--- config.mk ---
export PLATFORM = sky130hd
export DESIGN_NAME = mc_ctrl
export DESIGN_NICKNAME = d
export VERILOG_FILES = /design/src/rtl/mc_ctrl.sv
export SDC_FILE = /design/constraint.sdc
export NUM_CORES = 1
export LEC_CHECK = 0
export ABC_AREA = 1
export ABC_CLOCK_PERIOD_IN_PS = 2160
export BUFFER_PORTS_ARGS = -buffer_cell sky130_fd_sc_hd__buf_2
export CAP_MARGIN = 10
export CELL_PAD_IN_SITES_DETAIL_PLACEMENT = 0
export CELL_PAD_IN_SITES_GLOBAL_PLACEMENT = 1
export CORE_MARGIN = 4
export CORE_UTILIZATION = 27
export CTS_CLUSTER_DIAMETER = 40
export DETAILED_ROUTE_END_ITERATION = 8
export PLACE_DENSITY_LB_ADDON = 0.12
export SLEW_MARGIN = 15
export SYNTH_ARGS = -nofsm -noshare
export SYNTH_HDL_FRONTEND = slang
export SYNTH_SLANG_ARGS = --single-unit
--- constraint.sdc ---
create_clock -name clk -period 2.16 [get_ports clk]
set_input_delay 0.108 -clock clk [delete_from_list [all_inputs] [get_ports clk]]
set_output_delay 0.108 -clock clk [all_outputs]
set_load 0.02 [all_outputs]
--- src/rtl/mc_ctrl.sv ---
module mc_ctrl #(
  parameter logic [5:0] OP_RTYPE = 6'h00,
  parameter logic [5:0] OP_ORI   = 6'h0d,
  parameter logic [5:0] OP_LW    = 6'h23,
  parameter logic [5:0] OP_SW    = 6'h2b,
  parameter logic [5:0] OP_BEQ   = 6'h04
) (
  input  logic       clk,
  input  logic       rst,
  input  logic [5:0] opcode,
  input  logic       alu_zero,
  output logic [3:0] state,
  output logic       ir_we,
  output logic       pc_we,
  output logic       pc_we_cond,
  output logic       pc_load,
  output logic       pc_src,
  output logic       mem_rd,
  output logic       mem_we,
  output logic       addr_sel,
  output logic       rf_we,
  output logic       rf_dst,
  output logic       rf_src,
  output logic       opa_sel,
  output logic [2:0] opb_sel,
  output logic [1:0] alu_op
);

  typedef enum logic [3:0] {
    S_FETCH  = 4'b0000,
    S_DECODE = 4'b0001,
    S_BRANCH = 4'b0010,
    S_RCALC  = 4'b0100,
    S_RWB    = 4'b0101,
    S_OCALC  = 4'b0110,
    S_OWB    = 4'b0111,
    S_LADDR  = 4'b1000,
    S_LMEM   = 4'b1001,
    S_LWB    = 4'b1010,
    S_SADDR  = 4'b1011,
    S_SMEM   = 4'b1100
  } st_t;

  localparam logic [1:0] ALU_ADD = 2'b00;
  localparam logic [1:0] ALU_SUB = 2'b01;
  localparam logic [1:0] ALU_FN  = 2'b10;
  localparam logic [1:0] ALU_OR  = 2'b11;

  localparam logic [2:0] B_RT   = 3'b000;
  localparam logic [2:0] B_FOUR = 3'b001;
  localparam logic [2:0] B_SX   = 3'b010;
  localparam logic [2:0] B_SXS2 = 3'b011;
  localparam logic [2:0] B_ZX   = 3'b100;

  st_t cur, nxt;

  logic ir_w, pc_w, pc_wc, m_rd, m_we, r_we;

  always_ff @(posedge clk) begin
    if (rst) cur <= S_FETCH;
    else     cur <= nxt;
  end

  always_comb begin
    nxt = S_FETCH;
    unique case (cur)
      S_FETCH:  nxt = S_DECODE;
      S_DECODE: begin
        if      (opcode == OP_RTYPE) nxt = S_RCALC;
        else if (opcode == OP_ORI)   nxt = S_OCALC;
        else if (opcode == OP_LW)    nxt = S_LADDR;
        else if (opcode == OP_SW)    nxt = S_SADDR;
        else if (opcode == OP_BEQ)   nxt = S_BRANCH;
        else                         nxt = S_FETCH;
      end
      S_RCALC:  nxt = S_RWB;
      S_OCALC:  nxt = S_OWB;
      S_LADDR:  nxt = S_LMEM;
      S_LMEM:   nxt = S_LWB;
      S_SADDR:  nxt = S_SMEM;
      default:  nxt = S_FETCH;
    endcase
  end

  always_comb begin
    ir_w = 1'b0; pc_w = 1'b0; pc_wc = 1'b0; m_rd = 1'b0; m_we = 1'b0; r_we = 1'b0;
    pc_src = 1'b0; addr_sel = 1'b0; rf_dst = 1'b0; rf_src = 1'b0;
    opa_sel = 1'b0; opb_sel = B_RT; alu_op = ALU_ADD;
    case (cur)
      S_FETCH: begin
        m_rd = 1'b1; ir_w = 1'b1; pc_w = 1'b1;
        opb_sel = B_FOUR; alu_op = ALU_ADD;
      end
      S_DECODE: begin
        opb_sel = B_SXS2; alu_op = ALU_ADD;
      end
      S_BRANCH: begin
        opa_sel = 1'b1; opb_sel = B_RT; alu_op = ALU_SUB;
        pc_wc = 1'b1; pc_src = 1'b1;
      end
      S_RCALC: begin
        opa_sel = 1'b1; opb_sel = B_RT; alu_op = ALU_FN;
      end
      S_RWB: begin
        r_we = 1'b1; rf_dst = 1'b1;
      end
      S_OCALC: begin
        opa_sel = 1'b1; opb_sel = B_ZX; alu_op = ALU_OR;
      end
      S_OWB:   r_we = 1'b1;
      S_LADDR, S_SADDR: begin
        opa_sel = 1'b1; opb_sel = B_SX; alu_op = ALU_ADD;
      end
      S_LMEM: begin
        m_rd = 1'b1; addr_sel = 1'b1;
      end
      S_LWB: begin
        r_we = 1'b1; rf_src = 1'b1;
      end
      S_SMEM: begin
        m_we = 1'b1; addr_sel = 1'b1;
      end
      default: ;
    endcase
  end

  assign state      = cur;
  assign ir_we      = ir_w  & ~rst;
  assign pc_we      = pc_w  & ~rst;
  assign pc_we_cond = pc_wc & ~rst;
  assign mem_rd     = m_rd  & ~rst;
  assign mem_we     = m_we  & ~rst;
  assign rf_we      = r_we  & ~rst;
  assign pc_load    = pc_we | (pc_we_cond & alu_zero);

  p_decode_follows_fetch_r2: assert property (@(posedge clk) disable iff (rst)
    state == S_FETCH |=> state == S_DECODE);

  p_unknown_op_refetch_r3: assert property (@(posedge clk) disable iff (rst)
    (state == S_DECODE && opcode != OP_RTYPE && opcode != OP_ORI && opcode != OP_LW &&
     opcode != OP_SW && opcode != OP_BEQ) |=> state == S_FETCH);

  p_store_after_addr_r7: assert property (@(posedge clk) disable iff (rst)
    mem_we |-> (addr_sel && $past(state) == S_SADDR));

  p_mem_single_access_r6: assert property (@(posedge clk) disable iff (rst)
    $onehot0({mem_rd, mem_we}));

  p_branch_compares_r8: assert property (@(posedge clk) disable iff (rst)
    pc_we_cond |-> (alu_op == ALU_SUB && pc_src && !pc_we));

  p_writeback_returns_r9: assert property (@(posedge clk) disable iff (rst)
    (rf_we || mem_we || pc_we_cond) |=> state == S_FETCH);

  p_reset_quiet_r1: assert property (@(posedge clk)
    rst |-> !(ir_we || pc_we || pc_we_cond || pc_load || mem_rd || mem_we || rf_we));

endmodule

; ---- Yosys cells after proc, flatten, opt, wreduce, memory -nomap -nowiden
; Index checks and enable logic that the tools add are counted.
; W data, S select, Z words.
[classes]
n_addsub = 0
n_mul = 0
div = 0
order_cmp = 0
n_eq_ne = 15
n_shift = 0
n_mux = 17
n_bitwise = 8
n_reduce_logical = 7
[ops]
columns = cell, count
row1 = $pmux W4 S7, 1
row2 = $eq A4 B4 Y1 const B, 5
row3 = $eq A4 B3 Y1 const B, 4
row4 = $mux W4, 4
row5 = $eq A6 B6 Y1 const B, 2
row6 = $pmux W3 S4, 1
row7 = $mux W1, 9
row8 = $and A1 B1 Y1, 6
row9 = $eq A6 B3 Y1 const B, 1
row10 = $eq A6 B4 Y1 const B, 1
row11 = $logic_not A6 Y1, 1
row12 = $pmux W2 S3, 1
row13 = $reduce_or A2 Y1, 3
row14 = $reduce_or A5 Y1, 1
row15 = $eq A4 B1 Y1 const B, 1
row16 = $eq A4 B2 Y1 const B, 1
row17 = $logic_not A4 Y1, 1
row18 = $reduce_or A3 Y1, 1
row19 = $mux W2, 1
row20 = $not A1 Y1, 1
row21 = $or A1 B1 Y1, 1
[word_totals]
regBits = 4
latch_bits = 0
mem_bits_rw = 0
romBits = 0
in_bits = 9
elab_cells = 48
n_memories = 0

; ---- Longest topological paths before layout
[logic_depth]
depth_word = 7
ltp_mapped = 7
ltp_nobuf = 7

; ---- Worst setup path before layout
; OpenSTA, ideal clock, no wires.
[synth_timing]
path_kind = flip-flop to output port
startpoint = reg cur[1] (netlist: state[1])
endpoint = out rf_we
t_arrival_ns = 1.358
required_time_ns = 2.052
slack_ns = 0.694
stages_incl_launch_ff = 5
n_path_buf = 0
path_cell_list = dfxtp_1 -> nand2_4 -> nor2_1 -> a21oi_1 -> nor2_1
[synth_via]
elab_chain_len = 4
[synth_rtl]
columns = element, line_no
row1 = start: declaration, 55  ; st_t cur, nxt;
row2 = start signal: assignment, 61  ; else cur <= nxt;
row3 = $eq A4 B4 Y1 or $eq A4 B3 Y1 (tied branches), 89  ; case (cur)
row4 = $reduce_or A3 Y1 (no line) *, n/a
row5 = $mux W1 *, 89
row6 = $and A1 B1 Y1 *, 133  ; assign rf_we = r_we & ~rst;
row7 = end: declaration, 21  ; output logic rf_we,
; Every way passes the cells marked *; elsewhere a longest branch is shown, timed or not.

; ---- Worst setup path in the final report
[layout_timing]
startpoint = reg cur[0] (netlist: state[0])
endpoint = out mem_rd
[layout_via]
elab_chain_len = 4
[layout_rtl]
columns = element, line_no
row1 = $eq A4 B4 Y1 or $logic_not A4 Y1 (tied branches), 89
row2 = $reduce_or A2 Y1 (no line) *, n/a
row3 = $mux W1 *, 89
row4 = $and A1 B1 Y1 *, 131  ; assign mem_rd = m_rd & ~rst;
row5 = end: declaration, 18  ; output logic mem_rd,
; Marked as above.

==> run metrics <==
Synthesis Warnings=0; summed instance area of the synthesized netlist=about 460 um2; CP arrival=about 1.4 ns; final count of hold timing violations=0; diode count=0; measured slew at the worst slew-check pin=0.261 ns; htree depth=1; clock sink count=4; critical path required time=~2 ns; CTS Buf Count=3; Die W=about 49 um; leading post-synthesis cells by cell area=dfxtp_1 17%, nor2_1 14%, nand2_1 11%; router iterations before antenna repair=4; internal power of the cells=roughly 0.00017 W; residual antenna-violating net count after detailed routing=0; pin count of the biggest net entering global routing=11; number of buffers added for setup after CTS=0; post-synth top area share=approximately 17%; peak ir drop on the vdd network=around 180 uV; setup repair after global routing missed its margin=false; Routed Wire Length=between 1000 and 1500 um; final setup violation count=0; total congestion overflow after global routing=0; share of final-layout standard cells stronger than drive strength 1=42.6%; initial antenna violation count=0; nets@finish=roughly 120; total number of vias=between 500 and 600; total of fill cells in the finished design=184; worst min path class=input port to flop; switching power share of the total=roughly 36%; cell type contributing the most total cell area after synthesis=dfxtp_1; Static Leak=~0.38 nW; post-DR wirelength/cell=between 10 and 15 um; worst rel slew slack=82.6%; most frequent standard cell in the layout excluding fill and tap cells=buf_2; Placer Congestion=~0.77; number of buffers added on ports=29; type of the worst setup path=flop to primary output; slowest library cell on the worst path=dfxtp_1; crit path time final=between 1 and 1.5 ns; Sw Pwr=about 0.000093 W; all-layer global routing usage=11.2%; starting DRC count in detailed routing=6; Max clock buf depth=2; PwrDens=~400 mW/mm2; via count of the first global-routing pass=510; Syn Nets=87; delay of the slowest cell on the worst path=approximately 0.45 ns; post-route fraction of the period consumed by the critical path=67.5%; crit end category=primary output; Vert. Die Dim=roughly 50 um; leading cell types in the layout, fill and taps excluded=29 x buf_2, 17 x nor2_1, 13 x nand2_1, 12 x inv_1, 7 x nand3_1; clock edge transition at the registers on the reported setup and hold paths=around 0.04 ns; HPWL after detailed placement=roughly 1000 um; max FFs per register=4; TritonCTS clock tree=built; placement row count=14; top achievable clock speed=approximately 690 MHz; TNS Setup=0 ns; startpoint types=flop; sequential fraction of the synthesis area=~17%; Seq cells post-synth=4; placeable core region=0.00156 mm2; synthesized netlist cell count=between 70 and 80; number of top-level design ports=30; layout overhead on the synthesized area=38.0%; result of the run=finished clean; root buf cell=clkbuf_4; # resized after CTS=0; worst skew pair latency=0.24 ns; worst hold-check slack=roughly 0.17 ns; cell chain of the critical path=nand2_4, nor2_1, inv_1, a21oi_1, buf_2; global-route wire length before repair=2130 um; count of cell types in the netlist=21; DRC=0; Comb pwr share=around a third; full die area=0.00243 mm2; Slew Limit Fails=0; final setup skew=about 0.0075 ns; maximum fanout count along the critical path=6; starting density of the core=29.5%; sequential share of power=between 30 and 40%; number of vias per cell=4.40; number of buffers added to fix hold violations after cts=0; synthesized area per cell=roughly 5.9 um2; max cap viols=0; fraction of power consumed by the clock network=between 30% and 40%
## per-stage QoR
step | power (W) | worst slack, ns | util [%] | instances | instance area (um2)
global route | 0.000276 | 0.539 | 40.8 | 124 | 636
floorplan | 0.000140 | 0.694 | - | 78 | 460
detailed placement | 0.000166 | 0.950 | 39.3 | 121 | 613
global placement | 0.000166 | 0.958 | 39.3 | 121 | 613
finish | 0.000260 | 0.703 | 40.8 | 124 | 636
CTS | 0.000264 | 0.679 | 40.8 | 124 | 636
## power by group through the flow
stage	clock (W)	combinational [W]	sequential, W
floorplan	0	0.0000564	0.0000840
global placement	0	0.0000848	0.0000817
detailed placement	0	0.0000844	0.0000817
CTS	0.0000986	0.0000849	0.0000806
global route	0.000101	0.0000942	0.0000812
finish	0.0000957	0.0000837	0.0000806
## area by class of cell
cell class | count | area, um2 | share of cell area, %
Clock buffer | 3 | 22.5 | 3.54
Inverter | 15 | 56.3 | 8.86
Multi-Input combinational cell | 57 | 312 | 49.0
Sequential cell | 4 | 80.1 | 12.6
Tap cell | 16 | 20.0 | 3.15
Timing Repair Buffer | 29 | 145 | 22.8
## cells in the mapped netlist
cell,n
nor2_1,17
nand2_1,13
nand4_2,1
nand2_4,2
o21ai_2,1
a21oi_1,5
dfxtp_1,4
nor2_4,2
inv_2,3
nor2_8,1
nor2_2,2
o21ai_1,1
buf_4,1
nand2_2,1
a31oi_1,1
nand3_1,7
a21oi_2,1
o31ai_1,1
buf_2,1
nand4_1,1
inv_1,12
## worst paths after layout
check                           startpoint        to  slack (ns)  cells after the start
worst max-delay path              state[0]    mem_rd        0.70                      5
worst min-delay path             opcode[3]  state[0]        0.17                      3
worst max register to register    state[1]  state[1]        1.08                      5
worst min register to register    state[2]  state[0]        0.64                      3
## metal layers
metal,vias to the layer above,part of all wire [%],GRT usage (%)
met5,-,0,0
met1,214,47,14.6
li1,306,-,-
met3,3,9.6,1.53
met2,23,41,15.8
met4,0,2.2,9.95
## critical path, delay by kind of cell, from the launching register on
kind | cells | cell delay, ns
flip-flops | 1 | 0.45
AND/OR/NAND/NOR | 2 | 0.29
buffers and inverters | 2 | 0.24
AO/OA/AOI/OAI | 1 | 0.11
## logic make-up (layout without fill, tap and decap cells)
logic type / count (synthesis) / in the layout / synth area share [%]
buffers and inverters: 17 / 47 / 14.9
AO/OA/AOI/OAI: 10 / 10 / 13.3
AND/OR/NAND/NOR: 47 / 47 / 54.3
flip-flops: 4 / 4 / 17.4
Note: power is estimated with default switching activity, not from simulation.
